==> config.mk <==
export PLATFORM = sky130hd
export DESIGN_NAME = board_ctl_bank
export DESIGN_NICKNAME = d
export VERILOG_FILES = /design/src/rtl/board_ctl_pkg.sv /design/src/rtl/board_ctl_decode.sv /design/src/rtl/board_ctl_image_regs.sv /design/src/rtl/board_ctl_lock.sv /design/src/rtl/board_ctl_bank.sv
export SDC_FILE = /design/constraint.sdc
export NUM_CORES = 1
export LEC_CHECK = 0
export CORE_ASPECT_RATIO = 2
export CORE_MARGIN = 3
export CORE_UTILIZATION = 30
export DETAILED_ROUTE_END_ITERATION = 12
export PLACE_DENSITY_LB_ADDON = 0.15
export SYNTH_ARGS = -nofsm -noshare
export SYNTH_HDL_FRONTEND = slang
export SYNTH_HIERARCHICAL = 1
export SYNTH_SLANG_ARGS = --single-unit
==> constraint.sdc <==
create_clock -name clk -period 1.4 [get_ports clk]
set_input_delay 0.28 -clock clk [delete_from_list [all_inputs] [get_ports clk]]
set_output_delay 0.28 -clock clk [all_outputs]
set_load 0.1 [all_outputs]
==> src/rtl/board_ctl_pkg.sv <==
package board_ctl_pkg;

  localparam int DATA_W   = 32;
  localparam int ADDR_W   = 12;
  localparam int PART_LSB = 4;
  localparam int PART_W   = 12;

  localparam logic [ADDR_W-1:0] OFS_CTRL0  = 12'h000;
  localparam logic [ADDR_W-1:0] OFS_LED    = 12'h004;
  localparam logic [ADDR_W-1:0] OFS_FSEL   = 12'h008;
  localparam logic [ADDR_W-1:0] OFS_DIP    = 12'h00C;
  localparam logic [ADDR_W-1:0] OFS_CTRL4  = 12'h010;
  localparam logic [ADDR_W-1:0] OFS_BUSCLK = 12'h014;
  localparam logic [ADDR_W-1:0] OFS_BRAMDV = 12'h018;
  localparam logic [ADDR_W-1:0] OFS_LOCK   = 12'h020;
  localparam logic [ADDR_W-1:0] OFS_AUXID  = 12'h030;
  localparam logic [ADDR_W-1:0] OFS_ID     = 12'h034;

  typedef enum logic [3:0] {
    SEL_NONE, SEL_CTRL0, SEL_LED, SEL_FSEL, SEL_DIP, SEL_CTRL4,
    SEL_BUSCLK, SEL_BRAMDV, SEL_LOCK, SEL_AUXID, SEL_ID
  } reg_sel_e;

  function automatic logic part_has_fsel(input logic [PART_W-1:0] part);
    return (part == 12'h524) || (part == 12'h547);
  endfunction

  function automatic logic part_has_bramdv(input logic [PART_W-1:0] part);
    return part == 12'h524;
  endfunction

endpackage

==> src/rtl/board_ctl_decode.sv <==
module board_ctl_decode
  import board_ctl_pkg::*;
(
  input  logic [ADDR_W-1:0] addr,
  output reg_sel_e          sel
);
  logic unused_lsb;
  assign unused_lsb = ^addr[1:0];

  always_comb begin
    unique case (addr[ADDR_W-1:2])
      OFS_CTRL0[ADDR_W-1:2]:  sel = SEL_CTRL0;
      OFS_LED[ADDR_W-1:2]:    sel = SEL_LED;
      OFS_FSEL[ADDR_W-1:2]:   sel = SEL_FSEL;
      OFS_DIP[ADDR_W-1:2]:    sel = SEL_DIP;
      OFS_CTRL4[ADDR_W-1:2]:  sel = SEL_CTRL4;
      OFS_BUSCLK[ADDR_W-1:2]: sel = SEL_BUSCLK;
      OFS_BRAMDV[ADDR_W-1:2]: sel = SEL_BRAMDV;
      OFS_LOCK[ADDR_W-1:2]:   sel = SEL_LOCK;
      OFS_AUXID[ADDR_W-1:2]:  sel = SEL_AUXID;
      OFS_ID[ADDR_W-1:2]:     sel = SEL_ID;
      default:                sel = SEL_NONE;
    endcase
  end
endmodule

==> src/rtl/board_ctl_image_regs.sv <==
module board_ctl_image_regs
  import board_ctl_pkg::*;
#(
  parameter logic [PART_W-1:0] PART = 12'h524
) (
  input  logic              clk,
  input  logic              rst_n,
  input  logic              wr_en,
  input  reg_sel_e          sel,
  input  logic [DATA_W-1:0] wdata,
  output logic [DATA_W-1:0] fsel_q,
  output logic [DATA_W-1:0] busclk_q,
  output logic [DATA_W-1:0] bramdv_q
);
  localparam bit HAS_FSEL   = part_has_fsel(PART);
  localparam bit HAS_BRAMDV = part_has_bramdv(PART);

  generate
    if (HAS_FSEL) begin : g_fsel
      always_ff @(posedge clk or negedge rst_n) begin
        if (!rst_n) begin
          fsel_q   <= '0;
          busclk_q <= '0;
        end else if (wr_en) begin
          if (sel == SEL_FSEL)   fsel_q   <= wdata;
          if (sel == SEL_BUSCLK) busclk_q <= wdata;
        end
      end
    end else begin : g_no_fsel
      assign fsel_q   = '0;
      assign busclk_q = '0;
    end

    if (HAS_BRAMDV) begin : g_bramdv
      always_ff @(posedge clk or negedge rst_n) begin
        if (!rst_n)                          bramdv_q <= '0;
        else if (wr_en && sel == SEL_BRAMDV) bramdv_q <= wdata;
      end
    end else begin : g_no_bramdv
      assign bramdv_q = '0;
    end

    if (!HAS_FSEL && !HAS_BRAMDV) begin : g_idle
      logic unused_in;
      assign unused_in = ^{clk, rst_n, wr_en, sel, wdata};
    end
  endgenerate
endmodule

==> src/rtl/board_ctl_lock.sv <==
module board_ctl_lock
  import board_ctl_pkg::*;
#(
  parameter int NUM_LOOPS = 8
) (
  input  logic                 clk,
  input  logic                 rst_n,
  input  logic                 wr_en,
  input  logic [NUM_LOOPS-1:0] mask_in,
  output logic [DATA_W-1:0]    word
);
  logic [NUM_LOOPS-1:0] mask_q;
  logic [NUM_LOOPS-1:0] locked;
  logic                 all_locked;

  assign locked = '1;

  always_ff @(posedge clk or negedge rst_n) begin
    if (!rst_n)     mask_q <= '0;
    else if (wr_en) mask_q <= mask_in;
  end

  assign all_locked = &(locked | ~mask_q);

  always_comb begin
    word                  = '0;
    word[24 +: NUM_LOOPS] = mask_q;
    word[16 +: NUM_LOOPS] = locked;
    word[0]               = all_locked;
  end
endmodule

==> src/rtl/board_ctl_bank.sv <==
module board_ctl_bank
  import board_ctl_pkg::*;
#(
  parameter int          NUM_LEDS     = 8,
  parameter int          NUM_LOOPS    = 8,
  parameter logic [31:0] CTRL0_RESET  = 32'h0000_0000,
  parameter logic [31:0] CTRL4_VALUE  = 32'h0000_0000,
  parameter logic [31:0] ID_VALUE     = 32'h4104_5240,
  parameter logic [31:0] AUX_ID_VALUE = 32'h0000_0000
) (
  input  logic                clk,
  input  logic                rst_n,
  input  logic                bus_valid,
  input  logic                bus_write,
  input  logic [11:0]         bus_addr,
  input  logic [31:0]         bus_wdata,
  output logic                rd_valid,
  output logic [31:0]         rd_data,
  output logic                bad_access,
  output logic                remap,
  output logic [NUM_LEDS-1:0] led
);
  localparam logic [PART_W-1:0] PART = ID_VALUE[PART_LSB +: PART_W];

  reg_sel_e            sel;
  logic                wr_en;
  logic                rd_en;
  logic [DATA_W-1:0]   ctrl0_q;
  logic [NUM_LEDS-1:0] led_q;
  logic [DATA_W-1:0]   fsel_q, busclk_q, bramdv_q, lock_word;
  logic [DATA_W-1:0]   rdata_d;

  assign wr_en = bus_valid &  bus_write;
  assign rd_en = bus_valid & ~bus_write;

  board_ctl_decode u_decode (
    .addr (bus_addr),
    .sel  (sel)
  );

  board_ctl_image_regs #(.PART(PART)) u_image (
    .clk      (clk),
    .rst_n    (rst_n),
    .wr_en    (wr_en),
    .sel      (sel),
    .wdata    (bus_wdata),
    .fsel_q   (fsel_q),
    .busclk_q (busclk_q),
    .bramdv_q (bramdv_q)
  );

  board_ctl_lock #(.NUM_LOOPS(NUM_LOOPS)) u_lock (
    .clk     (clk),
    .rst_n   (rst_n),
    .wr_en   (wr_en && sel == SEL_LOCK),
    .mask_in (bus_wdata[24 +: NUM_LOOPS]),
    .word    (lock_word)
  );

  always_ff @(posedge clk or negedge rst_n) begin
    if (!rst_n) begin
      ctrl0_q <= CTRL0_RESET;
      led_q   <= '0;
    end else if (wr_en) begin
      if (sel == SEL_CTRL0) ctrl0_q <= bus_wdata;
      if (sel == SEL_LED)   led_q   <= bus_wdata[NUM_LEDS-1:0];
    end
  end

  assign remap = ctrl0_q[0];
  assign led   = led_q;

  always_comb begin
    rdata_d = '0;
    unique case (sel)
      SEL_CTRL0:  rdata_d = ctrl0_q;
      SEL_LED:    rdata_d[NUM_LEDS-1:0] = led_q;
      SEL_FSEL:   rdata_d = fsel_q;
      SEL_DIP:    rdata_d = '0;
      SEL_CTRL4:  rdata_d = CTRL4_VALUE;
      SEL_BUSCLK: rdata_d = busclk_q;
      SEL_BRAMDV: rdata_d = bramdv_q;
      SEL_LOCK:   rdata_d = lock_word;
      SEL_AUXID:  rdata_d = AUX_ID_VALUE;
      SEL_ID:     rdata_d = ID_VALUE;
      default:    rdata_d = '0;
    endcase
  end

  always_ff @(posedge clk or negedge rst_n) begin
    if (!rst_n) begin
      rd_valid   <= 1'b0;
      rd_data    <= '0;
      bad_access <= 1'b0;
    end else begin
      rd_valid   <= rd_en;
      rd_data    <= rd_en ? rdata_d : '0;
      bad_access <= bus_valid && (sel == SEL_NONE);
    end
  end
endmodule

==> metrics.yaml, run 1 <==
outcome: "complete, but fails checks"
violations: "negative setup slack"
rsz0062_at_grt: "yes"
yosys-top-cells-area: "dfrtp_1, mux2_2, mux2_4, mux2_1, a22oi_1"
async_reset_ff_share_pct: 100
synthFlopType: "dfrtp_1"
die_w_um: 125
peakVddDrop_uv: 960
multi_input_area_um2: 4530
crit_required_ns: 1.73
cts_tree: "done"
cap_violations: 0
hold_viol: 0
ant_nets: 0
diodes: 0
drtIter0Drc: 317
std_cell_rows: 86
grt_usage_pct: 17.3
synth_area_per_cell_um2: 13.5
fin_crit_sh_pct: 147
dieArea_um2: 30400
grt_pass1_vias: 6624
finalSetupViolCount: 177
netlist-cell-type-count: 50
finClkSkew_ns: 0.00489
initial_core_util_pct: 30.6
synth_top_area_cell: "dfrtp_1"
synth_top_area_share_pct: 52.6
port-buffer-count: 88
synth.most_common_cell: "dfrtp_1"
yosys_warnings: 6
drt_wl_total_mm: 27.8
fill_cells: 2361
total_power_w: 0.0109
drtPass1Iterations: 4
vias: 5971
grt_pass1_wl_mm: 40.2
wl_per_cell_um: 23.0
ys_seq_area_share_pct: 52.6
gp_congestion: 0.817
fmax_mhz: 487
drive_gt1_share_pct: 60.2
path_clk_slew_ns: 0.06
hpwl_mm: 16.9
cts_buffers: 17
clockRootBuffer: "clkbuf_16"
clk_path_buf_depth: 2
worst_slack_ns: -0.655
io_pins: 91
p_leak_nw: 6.11
nNetsFinal: 896
core_area_um2: 27700
die_height_um: 244
worstPathMaxFanout: 8
finalNonFillerCells: 1208
critPathArrivalTime_ns: 2.39
maxSlewViolCount: 0
globalRouteOverflowTotal: 0
start_kind: "input pin"
worstSetupPathType: "in -> reg"
dp_cells: 1117
place_ws_ns: -1.50
finalSetupTns_ns: -91.41
worst_skew_pair.late_latency_ns: 0.45
hp-class: "in -> async"
ys_seq_elements: 178
netlist_instances: 626
remaining_drc_errors: 0
min_period_ns: 2.06
antenna_found_initial: 0
cts.htree.levels: 4
clkSinkCount: 178
synth_edf_count: 0
seq_area_um2: 4460
critPathCaptureType: "flip-flop"
synth_common_cells: "dfrtp_1, mux2_2, a22oi_1, mux2_4, mux2_1"
hold-worst-slack_ns: 0.316
area_growth_pct: 58.0
viasPerCell: 4.94
power_density_nw_per_um2: 813
grt_max_degree: 47
syn_area_um2: 8470
[through the flow]
step | cell area [µm²] | util, %
final | 13400 | 48.4
after global routing | 13400 | 48.4
after CTS | 12400 | 44.8
after detailed placement | 11000 | 39.8
after global placement | 11000 | 39.8
after floorplan | 8770 | -
[cell families (layout without fill, tap and decap cells)]
| group | after synthesis | in the layout | share of synthesized area (%) |
|---|---|---|---|
| compound gates | 125 | 125 | 10.6 |
| fa+ha+maj | 5 | 5 | 0.739 |
| buf+inv | 70 | 278 | 6.06 |
| flops | 178 | 178 | 52.6 |
| mux | 166 | 166 | 23.8 |
| other cells | 2 | 24 | 0.0887 |
| simple gates | 80 | 80 | 6.10 |
[cell type report]
cell class / count / area share (%)
timing repair buffer: 241 / 24.9
tap: 352 / 3.29
inverter: 5 / 0.196
clock inverter: 12 / 0.973
clock buffer: 20 / 3.49
sequential: 178 / 33.3
multi-input combinational: 400 / 33.8
[placed cells by master (no fill, tap or decap), types with 4 or more instances in the layout]
cell type | netlist | final
clkdlybuf4s50_1 | 0 | 34
a21o_1 | 4 | 4
nor2b_4 | 0 | 5
buf_6 | 9 | 56
dfrtp_1 | 178 | 173
nand2_1 | 14 | 8
conb_1 | 2 | 24
clkbuf_16 | 0 | 25
buf_12 | 3 | 79
buf_4 | 31 | 49
or2_0 | 18 | 7
a22oi_2 | 0 | 26
a22oi_1 | 45 | 19
mux2_2 | 95 | 21
nand2_2 | 0 | 6
nor2_4 | 0 | 4
clkinv_2 | 0 | 4
dfrtp_2 | 0 | 5
or2_1 | 2 | 12
a22o_1 | 23 | 23
mux2_4 | 38 | 143
a32oi_2 | 0 | 4
a21oi_4 | 0 | 5
buf_8 | 0 | 6
nor2_1 | 9 | 4
a21oi_2 | 0 | 21
[registers in the layout, indices dropped and copies added (netlist names), 8 cells and up]
register	flops
ctrl0_q	32
rd_data	32
u_image/bramdv_q	32
u_image/busclk_q	32
u_image/fsel_q	32
led	8
u_lock/mask_q	8
[report_power, final]
part | switching, W | internal (W) | total [W]
logic | 0.000404 | 0.000328 | 0.000732
registers | 0.0000386 | 0.00519 | 0.00523
clock network | 0.00214 | 0.00277 | 0.00491
[critical path: stages]
cell and delay [ns]:
buf_6 0.09, nor4_4 0.29, nand2_2 0.12, buf_6 0.15, a21oi_4 0.17, buf_6 0.12, nand4b_1 0.18, buf_4 0.20
nor2_4 0.11, buf_12 0.15, clkbuf_16 0.18, mux2_2 0.34
[worst paths after layout]
path,from,end,slack [ns],cells past startpoint
max in group asynchronous,rst_n,u_image/bramdv_q[15]$_DFFE_PN0P_,0.49,3
min in group clk,ctrl0_q[23]$_DFFE_PN0P_,ctrl0_q[23]$_DFFE_PN0P_,0.51,1
max,bus_addr[10],u_image/fsel_q[18]$_DFFE_PN0P_,-0.66,12
min reg2reg,ctrl0_q[23]$_DFFE_PN0P_,ctrl0_q[23]$_DFFE_PN0P_,0.51,1
min,rst_n,u_image/busclk_q[23]$_DFFE_PN0P_,0.32,2
max reg2reg,led[5]$_DFFE_PN0P_,rd_data[5]$_DFF_PN0_,0.22,3
[layer usage]
layer	routed length (µm)	global-route usage (%)	share of wire, %	up-vias
met3	724	3.01	2.6	50
met4	817	6.97	2.9	0
met5	0	0	0	-
li1	-	-	-	2664
met2	16000	32.9	58	116
met1	10200	18.6	37	3141
[what timing repair did]
item	CTS	global route
pin swaps	23	76
endpoints found under the setup margin	181	186
cloned	7	8
setup buffers	24	35
gates resized for setup	140	196
endpoints found under the hold margin	27	0
hold buffers	1	0
Power figures use the tool's default switching activity.
==> inputs of run 2 (changes only) <==
--- a/config.mk
+++ b/config.mk
@@ -10,6 +10,7 @@
 export CORE_UTILIZATION = 30
 export DETAILED_ROUTE_END_ITERATION = 12
 export PLACE_DENSITY_LB_ADDON = 0.15
+export SLEW_MARGIN = 30
 export SYNTH_ARGS = -nofsm -noshare
 export SYNTH_HDL_FRONTEND = slang
 export SYNTH_HIERARCHICAL = 1
==> results of run 2 <==
Final layout, timing and power as in run 1 (identical DEF).
==> inputs of run 3 (changes only) <==
--- a/config.mk
+++ b/config.mk
@@ -15,3 +15,4 @@
 export SYNTH_HDL_FRONTEND = slang
 export SYNTH_HIERARCHICAL = 1
 export SYNTH_SLANG_ARGS = --single-unit
+export TNS_END_PERCENT = 20
==> metrics.yaml, run 3 (synthesis gave the netlist of run 1 again) <==
vias: 5875  # -1.6%
outcome: "complete, but fails checks"
globalRouteOverflowTotal: 0  # unchanged
clkPwrFrac_pct: 44.6  # -0.6 points
worstPathMaxFanout: 5  # -3
grt_usage_pct: 17.0  # -0.23 points
grt_pass1_wl_mm: 39.5  # -1.8%
swShare_pct: 22.9  # -0.83 points
port-buffer-count: 88  # unchanged
clkSinkCount: 178  # unchanged
wl_per_cell_um: 22.2  # -3.5%
cts.htree.levels: 4  # unchanged
highest_layer: "met4"
hp-class: "in -> async"
fmax_mhz: 516  # +6.2%
dieArea_um2: 30400  # unchanged
power_density_nw_per_um2: 829  # +2.0%
dp_cells: 1115  # -0.18%
wl_met2_mm: 15.0  # -6.1%
cap_violations: 0  # unchanged
seq_area_um2: 4460  # about the same
min_period_ns: 1.94  # -0.119 ns
worst_skew_pair.late_latency_ns: 0.44  # about the same
p_leak_nw: 5.91  # -3.4%
cts_tree: "done"
initial_core_util_pct: 30.6  # unchanged
io_pins: 91  # unchanged
grt_pass1_vias: 6723  # +1.5%
maxSlewViolCount: 0  # unchanged
std_cell_rows: 86  # unchanged
drt_wl_total_mm: 26.5  # -4.4%
hpwl_mm: 17.2  # +1.6%
nNetsFinal: 886  # -1.1%
worst_slack_ns: -0.536  # +0.119 ns
area_growth_pct: 52.6
worstSetupPathType: "in -> reg"
ant_nets: 0  # unchanged
fin_crit_sh_pct: 138  # -8.5 points
drtIter0Drc: 275  # -13%
met3WireLength_um: 687  # -5.1%
final_common_cell: "dfrtp_1"
rsz0062_at_grt: "yes"
hold-worst-slack_ns: 0.314  # -0.00183 ns
intPower_w: 0.00825  # -0.43%
peakVddDrop_uv: 813  # -15%
hold_viol: 0  # unchanged
comb_power_share_pct: 6.6  # about the same
crit_required_ns: 1.72  # about the same
drtPass1Iterations: 4  # unchanged
finish.utilization_pct: 46.7  # -1.7 points
start_kind: "input pin"
final_cell_mix: "dfrtp_1, mux2_4, buf_12"
finalSetupViolCount: 177  # unchanged
gp_congestion: 0.788  # -3.6%
seqPwrFrac_pct: 48.8  # +0.7 points
path_clk_slew_ns: 0.07  # about the same
fill_cells: 2416  # +2.3%
critPathArrivalTime_ns: 2.26  # -0.13 ns
grt_max_degree: 41  # -13%
m1WireLength_mm: 9.78  # -4.1%
antenna_found_initial: 0  # unchanged
die_w_um: 125  # unchanged
power_switching_w: 0.00246  # -4.9%
finalNonFillerCells: 1197  # -0.91%
finClkSkew_ns: 0.00547  # +0.000582 ns
critPathCaptureType: "flip-flop"
clk_path_buf_depth: 2  # unchanged
cts_buffers: 17  # unchanged
diodes: 0  # unchanged
remaining_drc_errors: 0  # unchanged
violations: "negative setup slack"
viasPerCell: 4.91  # -0.70%
core_area_um2: 27700  # unchanged
clockRootBuffer: "clkbuf_16"
drive_gt1_share_pct: 54.8  # -5.4 points
die_height_um: 244  # unchanged
multi_input_area_um2: 4350  # -4.0%
slew_headroom_pct: 65.8
worst_pin_slew_ns: 0.511
## run 3: cell types whose count changed in the layout (fill, tap and decap cells not counted), moves of 8 or more
| cell | before | now |
|---|---|---|
| a22oi_1 | 19 | 29 |
| a22oi_2 | 26 | 16 |
| buf_12 | 79 | 69 |
| buf_4 | 49 | 57 |
| buf_6 | 56 | 46 |
| mux2_1 | 1 | 19 |
| mux2_4 | 143 | 122 |
| or2_0 | 7 | 16 |
| or2_1 | 12 | 3 |
## run 3: final timing paths
check                           slack, ns  cells past startpoint              startpoint                                to
max in group asynchronous            0.49                      3                   rst_n                led[5]$_DFFE_PN0P_
worst max register to register       0.15                      3      led[5]$_DFFE_PN0P_              rd_data[5]$_DFF_PN0_
worst min register to register       0.50                      1  ctrl0_q[7]$_DFFE_PN0P_            ctrl0_q[7]$_DFFE_PN0P_
worst min-delay path                 0.31                      2                   rst_n  u_image/bramdv_q[22]$_DFFE_PN0P_
worst max-delay path                -0.54                     13            bus_addr[10]             rd_data[13]$_DFF_PN0_
min in group clk                     0.50                      1  ctrl0_q[7]$_DFFE_PN0P_            ctrl0_q[7]$_DFFE_PN0P_
## run 3: power by group through the flow
stage          combinational, W  clock (W)  sequential (W)
2_1_floorplan          0.000155          0         0.00540
6_report               0.000706    0.00478         0.00523
3_5_place_dp           0.000649          0         0.00532
4_1_cts                0.000694    0.00490         0.00523
3_3_place_gp           0.000630          0         0.00532
5_1_grt                0.000758    0.00512         0.00523
## run 3: what timing repair did
action | in CTS | in global routing
buffers inserted | 38 | 8
gates resized for setup | 184 | 78
endpoints found under the hold margin | 28 | 0
hold buffers | 1 | 0
gates cloned | 8 | 5
endpoints found under the setup margin | 179 | 179
pin swaps | 42 | 24
## run 3: layout make-up
type                    count  area share [%]
inverters                   5           0.165
multi-input cells         402            33.7
clock inverters             9           0.823
well taps                 352            3.41
flip-flops and latches    178            34.5
repair buffers            229            23.8
clock buffers              22            3.67
## run 3: per-layer routing
metal / up-vias / global-route usage (%)
met4: 0 / 7.81
met2: 134 / 32.5
met3: 57 / 3.18
met5: - / 0
met1: 3039 / 17.8
li1: 2645 / -
## run 3: stage by stage
| step | TNS (ns) | total power [W] | setup slack (ns) | cell area (µm²) |
|---|---|---|---|---|
| 2_1_floorplan | -119.14 | 0.00555 | -0.747 | 8760 |
| 3_3_place_gp | -228.24 | 0.00595 | -1.58 | 11000 |
| 3_5_place_dp | -245.14 | 0.00597 | -1.61 | 11000 |
| 4_1_cts | -73.39 | 0.0108 | -0.516 | 12600 |
| 5_1_grt | -89.08 | 0.0111 | -0.612 | 12900 |
| 6_report | -80.10 | 0.0107 | -0.536 | 12900 |
## run 3: worst max-delay path, stage by stage
cell and delay, ns:
buf_6 0.09, nor4_4 0.27, nand2_2 0.12, buf_6 0.15, buf_6 0.12, nor2_4 0.19
buf_6 0.13, and3b_2 0.23, buf_12 0.14, o21ai_4 0.18, buf_4 0.16, clkbuf_16 0.15
a21oi_1 0.04
